<file path="config.mk">
export PLATFORM = sky130hd
export DESIGN_NAME = pio_dev_ctrl
export DESIGN_NICKNAME = d
export VERILOG_FILES = /design/src/rtl/pio_pkg.sv /design/src/rtl/pio_addr_dec.sv /design/src/rtl/pio_dev_state.sv /design/src/rtl/pio_reply.sv /design/src/rtl/pio_dev_ctrl.sv
export SDC_FILE = /design/constraint.sdc
export NUM_CORES = 1
export LEC_CHECK = 0
export ABC_AREA = 1
export CAP_MARGIN = 25
export CORE_ASPECT_RATIO = 0.75
export CORE_MARGIN = 2
export CORE_UTILIZATION = 40
export CTS_CLUSTER_DIAMETER = 80
export DETAILED_ROUTE_END_ITERATION = 10
export PLACE_DENSITY = 0.8
export SLEW_MARGIN = 20
export SYNTH_ARGS = -nofsm -noshare
export SYNTH_HDL_FRONTEND = slang
export SYNTH_SLANG_ARGS = --single-unit
</file>
<file path="constraint.sdc">
create_clock -name clk -period 2.23 [get_ports clk]
set_input_delay 0.223 -clock clk [delete_from_list [all_inputs] [get_ports clk]]
set_output_delay 0.223 -clock clk [all_outputs]
set_load 0.02 [all_outputs]
</file>
<file path="src/rtl/pio_pkg.sv">
package pio_pkg;
  localparam int DEV_W  = 6;
  localparam int FN_W   = 4;
  localparam int ADDR_W = DEV_W + FN_W;

  typedef logic [FN_W-1:0] fn_t;

  typedef struct packed {
    logic busy;
    logic ready;
    logic mask;
    logic dir_in;
  } dev_flags_t;
endpackage

</file>
<file path="src/rtl/pio_addr_dec.sv">
module pio_addr_dec #(
  parameter logic [pio_pkg::DEV_W-1:0]  DEV_ID    = 6'o12,
  parameter logic [pio_pkg::ADDR_W-1:0] MASK_CODE = 10'o020
) (
  input  logic [pio_pkg::ADDR_W-1:0] addr,
  output logic                       dev_hit,
  output logic                       mask_hit,
  output pio_pkg::fn_t               fn
);
  localparam int DW = pio_pkg::DEV_W;

  always_comb begin
    dev_hit  = (addr[DW-1:0] == DEV_ID);
    mask_hit = (addr == MASK_CODE);
    fn       = addr[pio_pkg::ADDR_W-1:DW];
  end
endmodule

</file>
<file path="src/rtl/pio_dev_state.sv">
module pio_dev_state #(
  parameter int           DATA_W    = 16,
  parameter int           MASK_BIT  = 5,
  parameter pio_pkg::fn_t FN_STOP   = 4'd3,
  parameter pio_pkg::fn_t FN_GO_IN  = 4'd4,
  parameter pio_pkg::fn_t FN_GO_OUT = 4'd5
) (
  input  logic                clk,
  input  logic                rst_n,
  input  logic                clr,
  input  logic                ocp_hit,
  input  logic                rrl_hit,
  input  logic                otp_hit,
  input  logic                smk_hit,
  input  pio_pkg::fn_t        fn,
  input  logic [DATA_W-1:0]   out_bus,
  input  logic [DATA_W-1:0]   dev_word_in,
  input  logic                dev_arrived,
  input  logic                dev_taken,
  output pio_pkg::dev_flags_t flags,
  output logic [DATA_W-1:0]   buf_q
);
  pio_pkg::dev_flags_t flags_nxt;
  logic [DATA_W-1:0]   buf_nxt;
  logic                buf_en;

  always_comb begin
    flags_nxt = flags;
    buf_nxt   = buf_q;
    buf_en    = 1'b0;
    if (clr) begin
      flags_nxt.busy  = 1'b0;
      flags_nxt.ready = 1'b0;
      flags_nxt.mask  = 1'b0;
    end else begin
      if (ocp_hit) begin
        if (fn == FN_STOP) begin
          flags_nxt.busy = 1'b0;
        end else if (fn == FN_GO_IN) begin
          flags_nxt.busy   = 1'b1;
          flags_nxt.ready  = 1'b0;
          flags_nxt.dir_in = 1'b1;
        end else if (fn == FN_GO_OUT) begin
          flags_nxt.busy   = 1'b1;
          flags_nxt.ready  = 1'b1;
          flags_nxt.dir_in = 1'b0;
        end
      end else if (rrl_hit) begin
        flags_nxt.ready = 1'b0;
        if (flags.dir_in) begin
          buf_en  = 1'b1;
          buf_nxt = '0;
        end
      end else if (otp_hit && flags.ready) begin
        buf_en  = 1'b1;
        buf_nxt = out_bus;
      end else if (dev_arrived && flags.busy && flags.dir_in) begin
        buf_en          = 1'b1;
        buf_nxt         = dev_word_in;
        flags_nxt.ready = 1'b1;
      end else if (dev_taken && flags.busy && !flags.dir_in) begin
        flags_nxt.ready = 1'b1;
      end
      if (smk_hit) flags_nxt.mask = out_bus[MASK_BIT];
    end
  end

  always_ff @(posedge clk or negedge rst_n) begin
    if (!rst_n) begin
      flags <= '0;
    end else begin
      flags <= flags_nxt;
    end
  end

  always_ff @(posedge clk or negedge rst_n) begin
    if (!rst_n) begin
      buf_q <= '0;
    end else if (buf_en) begin
      buf_q <= buf_nxt;
    end
  end

  a_r12_clear: assert property (@(posedge clk) disable iff (!rst_n)
    clr |=> (!flags.busy && !flags.ready && !flags.mask));

  a_r2_go_out: assert property (@(posedge clk) disable iff (!rst_n)
    (!clr && ocp_hit && fn == FN_GO_OUT) |=> (flags.busy && flags.ready && !flags.dir_in));

  a_r2_go_in: assert property (@(posedge clk) disable iff (!rst_n)
    (!clr && ocp_hit && fn == FN_GO_IN) |=> (flags.busy && !flags.ready && flags.dir_in));

  a_r7_rrl_input: assert property (@(posedge clk) disable iff (!rst_n)
    (!clr && !ocp_hit && rrl_hit && flags.dir_in) |=> (!flags.ready && buf_q == '0));

  a_r7_rrl_output_keeps: assert property (@(posedge clk) disable iff (!rst_n)
    (!clr && !ocp_hit && rrl_hit && !flags.dir_in) |=> (!flags.ready && $stable(buf_q)));

  a_r10_mask_copy: assert property (@(posedge clk) disable iff (!rst_n)
    (!clr && smk_hit) |=> (flags.mask == $past(out_bus[MASK_BIT])));
endmodule

</file>
<file path="src/rtl/pio_reply.sv">
module pio_reply #(
  parameter int           DATA_W  = 16,
  parameter pio_pkg::fn_t FN_RDY  = 4'd0,
  parameter pio_pkg::fn_t FN_BSY  = 4'd1,
  parameter pio_pkg::fn_t FN_INT  = 4'd2
) (
  input  logic                clk,
  input  logic                rst_n,
  input  logic                dev_hit,
  input  pio_pkg::fn_t        fn,
  input  logic                test_en,
  input  logic                read_en,
  input  logic                write_en,
  input  pio_pkg::dev_flags_t flags,
  input  logic [DATA_W-1:0]   buf_q,
  output logic                reply,
  output logic [DATA_W-1:0]   in_bus,
  output logic                irq
);
  logic test_ans;

  always_comb begin
    irq = flags.ready && flags.mask;
    if (fn == FN_RDY)      test_ans = flags.ready;
    else if (fn == FN_BSY) test_ans = flags.busy;
    else if (fn == FN_INT) test_ans = !irq;
    else                   test_ans = 1'b0;
    reply  = dev_hit && ((test_en && test_ans) ||
                         ((read_en || write_en) && flags.ready));
    in_bus = (dev_hit && read_en && flags.ready) ? buf_q : '0;
  end

  a_r5_intr_inverted: assert property (@(posedge clk) disable iff (!rst_n)
    (dev_hit && test_en && !read_en && !write_en && fn == FN_INT) |-> (reply != irq));

  a_r6_bus_idle: assert property (@(posedge clk) disable iff (!rst_n)
    !(dev_hit && read_en) |-> (in_bus == '0));

  a_r1_no_reply_unaddressed: assert property (@(posedge clk) disable iff (!rst_n)
    !dev_hit |-> !reply);
endmodule

</file>
<file path="src/rtl/pio_dev_ctrl.sv">
module pio_dev_ctrl #(
  parameter int                         DATA_W    = 16,
  parameter logic [pio_pkg::DEV_W-1:0]  DEV_ID    = 6'o12,
  parameter logic [pio_pkg::ADDR_W-1:0] MASK_CODE = 10'o020,
  parameter int                         MASK_BIT  = 5,
  parameter pio_pkg::fn_t               FN_RDY    = 4'd0,
  parameter pio_pkg::fn_t               FN_BSY    = 4'd1,
  parameter pio_pkg::fn_t               FN_INT    = 4'd2,
  parameter pio_pkg::fn_t               FN_STOP   = 4'd3,
  parameter pio_pkg::fn_t               FN_GO_IN  = 4'd4,
  parameter pio_pkg::fn_t               FN_GO_OUT = 4'd5
) (
  input  logic                       clk,
  input  logic                       rst_n,
  input  logic [pio_pkg::ADDR_W-1:0] bus_addr,
  input  logic                       ctl_cmd,
  input  logic                       test_en,
  input  logic                       read_en,
  input  logic                       write_en,
  input  logic                       out_strobe,
  input  logic                       rdy_reset,
  input  logic                       mask_set,
  input  logic [DATA_W-1:0]          out_bus,
  input  logic                       mstr_clr,
  input  logic                       pwr_norm,
  input  logic [DATA_W-1:0]          dev_word_in,
  input  logic                       dev_word_arrived,
  input  logic                       dev_word_taken,
  output logic [DATA_W-1:0]          in_bus,
  output logic                       reply,
  output logic                       irq,
  output logic [DATA_W-1:0]          dev_word_out,
  output logic                       dev_busy,
  output logic                       dev_in_mode
);
  logic                dev_hit;
  logic                mask_hit;
  pio_pkg::fn_t        fn;
  pio_pkg::dev_flags_t flags;
  logic [DATA_W-1:0]   buf_q;
  logic                clr;

  assign clr = mstr_clr || pwr_norm;

  pio_addr_dec #(.DEV_ID(DEV_ID), .MASK_CODE(MASK_CODE)) u_dec (
    .addr(bus_addr), .dev_hit(dev_hit), .mask_hit(mask_hit), .fn(fn)
  );

  pio_dev_state #(
    .DATA_W(DATA_W), .MASK_BIT(MASK_BIT),
    .FN_STOP(FN_STOP), .FN_GO_IN(FN_GO_IN), .FN_GO_OUT(FN_GO_OUT)
  ) u_state (
    .clk(clk), .rst_n(rst_n), .clr(clr),
    .ocp_hit(ctl_cmd && dev_hit), .rrl_hit(rdy_reset && dev_hit),
    .otp_hit(out_strobe && dev_hit), .smk_hit(mask_set && mask_hit),
    .fn(fn), .out_bus(out_bus), .dev_word_in(dev_word_in),
    .dev_arrived(dev_word_arrived), .dev_taken(dev_word_taken),
    .flags(flags), .buf_q(buf_q)
  );

  pio_reply #(
    .DATA_W(DATA_W), .FN_RDY(FN_RDY), .FN_BSY(FN_BSY), .FN_INT(FN_INT)
  ) u_reply (
    .clk(clk), .rst_n(rst_n), .dev_hit(dev_hit), .fn(fn),
    .test_en(test_en), .read_en(read_en), .write_en(write_en),
    .flags(flags), .buf_q(buf_q),
    .reply(reply), .in_bus(in_bus), .irq(irq)
  );

  assign dev_word_out = buf_q;
  assign dev_busy     = flags.busy;
  assign dev_in_mode  = flags.dir_in;

  a_r3_stop_keeps_ready: assert property (@(posedge clk) disable iff (!rst_n)
    (!clr && ctl_cmd && dev_hit && fn == FN_STOP) |=> (!dev_busy && $stable(irq)));

  a_r1_foreign_cmd_ignored: assert property (@(posedge clk) disable iff (!rst_n)
    (!clr && !dev_hit && !dev_word_arrived && !dev_word_taken && !(mask_set && mask_hit))
      |=> ($stable(dev_word_out) && $stable(dev_busy) && $stable(dev_in_mode)));
endmodule

</file>
==> metrics.cfg <==
[setup_path]
cp.required_ns=2.01
timing.rr.end=u_state.buf_q[14]
worstSetupPathType=in -> out
worstPathCellList=clkdlybuf4s50_1 > nand2_1 > nor2_4 > nand2_1 > inv_2 > o21ai_0 > a21oi_1 > clkdlybuf4s50_1
worst-r2r-setup-slack_ns=0.63
highest_cell_delay_on_the_worst_timing_path_ns=0.62
critPathArrivalTime_ns=1.90
worst_setup_path_end_kind=primary output
r2r-start=u_state.flags[2]
largest_fanout_of_any_net_on_the_critical_path=2
start_kind=primary input
reg2regPathDepth=9
critical_path.slowest_cell=sky130_fd_sc_hd__clkdlybuf4s50_1

[synthesis]
postSynthNetCount=330
synth_area_per_cell_um2=6.02
post_synth_instance_area_mm2=0.00166
yosys.area.top_type=sky130_fd_sc_hd__dfrtp_1
synthFlopType=sky130_fd_sc_hd__dfrtp_1
postSynth.asyncResetShare_pct=100
synth_top_area_share_pct=30.2
synthMostInstantiatedCell=sky130_fd_sc_hd__nand2_1
synthesis.instances=275
yosysUniqueCellTypes=23
synth_commonest_cells=93 x sky130_fd_sc_hd__nand2_1, 57 x sky130_fd_sc_hd__inv_1, 39 x sky130_fd_sc_hd__nor2_1
share_of_synthesized_area_occupied_by_flip_flops_and_latches_pct=30.2
edff_count_synth=0
synth-seq-cells=20
synth-warning-count=0
ys_top_cells_by_area=sky130_fd_sc_hd__dfrtp_1 30%, sky130_fd_sc_hd__nand2_1 21%, sky130_fd_sc_hd__inv_1 13%

[timing]
timing_max_transition_violations_final=0
max_freq_mhz=471
finalSetupViolCount=0
whs_ns=0.293
finalHoldViolations=0
post_route_fraction_of_the_period_consumed_by_the_critical_path_pct=95.3
fin_tns_setup_ns=0
setup_repair_after_global_routing_missed_its_margin=no
slew_headroom_pct=68.4
final.setup_skew_ns=0.00195
period_needed_ns=2.12
worst_pin_slew_ns=0.472

[global_routing]
grt_pass1_vias=1630
antenna_found_initial=0
grt_first_pass_wirelength_mm=7.62
globalRoute.totalOverflow=0
grt_max_degree=21
grt_usage_pct=20.7

[job]
maxCapViolations=0

[drt]
drc=0
routed_via_density=4.59
detailedRoute.firstIterationViolations=81
routedWlPerCell_um=11.7
drtAntennaViolNets=0
drt_pre_antenna_iters=5
dr_total_vias=1929
drt-total-wl_mm=4.93

[cts]
cts_sink_count=20
cts_tree=done
clock_latency_at_the_later_pin_of_the_worst_skew_pair_ns=0.26
numCtsBuffers=3
clk_root_buffer_cell=sky130_fd_sc_hd__clkbuf_8
cts_max_path_buffers=2
cts_hold_buf=0
number_of_setup_buffers_added_after_cts=0
clk_pin_slew_ns=0.07
ctsHtreeMaxLevel=1

[cells_and_area]
syn_to_final_growth_pct=63.4
post_layout_net_count=421
finish.utilization_pct=67.6
post_route_cells_drive_above_1_share_pct=6.58
diodes=0
design_area_mm2=0.00271
fillers=350

[floorplan]
io_pins=91
floorplan.die.width_um=78.3
floorplan.core_area_mm2=0.00400
floorplan.die_area_mm2=0.00468
die_height_um=59.7
start_util_pct=41.4
placementRows=20

[pwr]
power.ir.vdd_worst_mv=0.308
power.density_cell_area_mw_per_mm2=334
fin_total_pwr_uw=905
leakage_nw=1.66

[place]
globalplace.congestion=0.831
dpl_cell_area_mm2=0.00261
place.detailed.hpwl_mm=3.99
port_buffers=90

[hold_path]
worstHoldPathType=in -> async

[status]
status=finished, final reports clean

layout by cell type, fill, tap and decap left out:
master / n
sky130_fd_sc_hd__nand3b_1: 2
sky130_fd_sc_hd__nor2_2: 1
sky130_fd_sc_hd__nor3_1: 1
sky130_fd_sc_hd__nor2_1: 39
sky130_fd_sc_hd__nand3_2: 2
sky130_fd_sc_hd__o21ai_0: 3
sky130_fd_sc_hd__nor2_8: 1
sky130_fd_sc_hd__inv_2: 4
sky130_fd_sc_hd__o31ai_1: 1
sky130_fd_sc_hd__nor2_4: 2
sky130_fd_sc_hd__buf_4: 5
sky130_fd_sc_hd__clkbuf_8: 4
sky130_fd_sc_hd__a21oi_1: 1
sky130_fd_sc_hd__clkdlybuf4s50_1: 74
sky130_fd_sc_hd__nand4_1: 20
sky130_fd_sc_hd__nand2_2: 2
sky130_fd_sc_hd__nand3_4: 2
sky130_fd_sc_hd__dfrtp_1: 20
sky130_fd_sc_hd__nand3_1: 12
sky130_fd_sc_hd__buf_12: 1
sky130_fd_sc_hd__dlymetal6s2s_1: 16
sky130_fd_sc_hd__clkinv_1: 1
sky130_fd_sc_hd__a21boi_0: 1
sky130_fd_sc_hd__inv_1: 57
sky130_fd_sc_hd__nand2_1: 93
layer usage:
layer  vias to the layer above  GRT usage [%]  part of all wire (%)
met4                         0           3.76                   1.1
met3                         6           3.02                   6.7
met2                        63           32.6                    47
met5                         -              0                     0
li1                       1003              -                     -
met1                       857           30.9                    45
worst max-delay path, delay by kind of cell:
kind,cells,cell delay [ns]
buf+inv,3,1.16
simple gates,3,0.26
compound gates,2,0.26
state kept, by name (all words and copies together) (netlist names):
signal and cells:
u_state.buf_q 16, u_state.flags 4
cells by family after synthesis:
| group | share of synthesized area, % |
|---|---|
| AND/OR/NAND/NOR | 49.3 |
| buffers and inverters | 18.4 |
| flip-flops | 30.2 |
| AO/OA/AOI/OAI | 2.11 |
repair_timing:
action	4_1_cts	5_1_grt
setup endpoints to repair	0	16
endpoints found under the hold margin	0	0
resized for setup	0	16
power breakdown:
group	internal, mW	switching, mW
Sequential	0.377	0.0124
Combinational	0.136	0.104
Clock	0.157	0.118
metrics by stage:
step,worst slack [ns],cells
after global routing,0.00665,420
final,0.105,420
after CTS,0.00828,420
after global placement,0.0739,416
after detailed placement,0.0106,416
after floorplan,0.684,275
layout make-up:
type / count / area [um^2] / share of cell area [%]
Timing Repair Buffer: 96 / 998 / 36.9
Multi-Input combinational cell: 183 / 852 / 31.5
Sequential cell: 20 / 500 / 18.5
Inverter: 62 / 233 / 8.60
Tap cell: 55 / 68.8 / 2.54
Clock buffer: 4 / 55.1 / 2.03
how the worst max path moves through the flow:
stage | end | from | slack, ns
2_1_floorplan | in_bus[10] | bus_addr[2] | 0.68
3_3_place_gp | in_bus[4] | bus_addr[3] | 0.07
3_5_place_dp | in_bus[12] | bus_addr[3] | 0.01
4_1_cts | in_bus[12] | bus_addr[3] | 0.008
5_1_grt | reply | bus_addr[3] | 0.007
6_report | reply | bus_addr[3] | 0.11
Note: power is estimated with default switching activity, not from simulation.
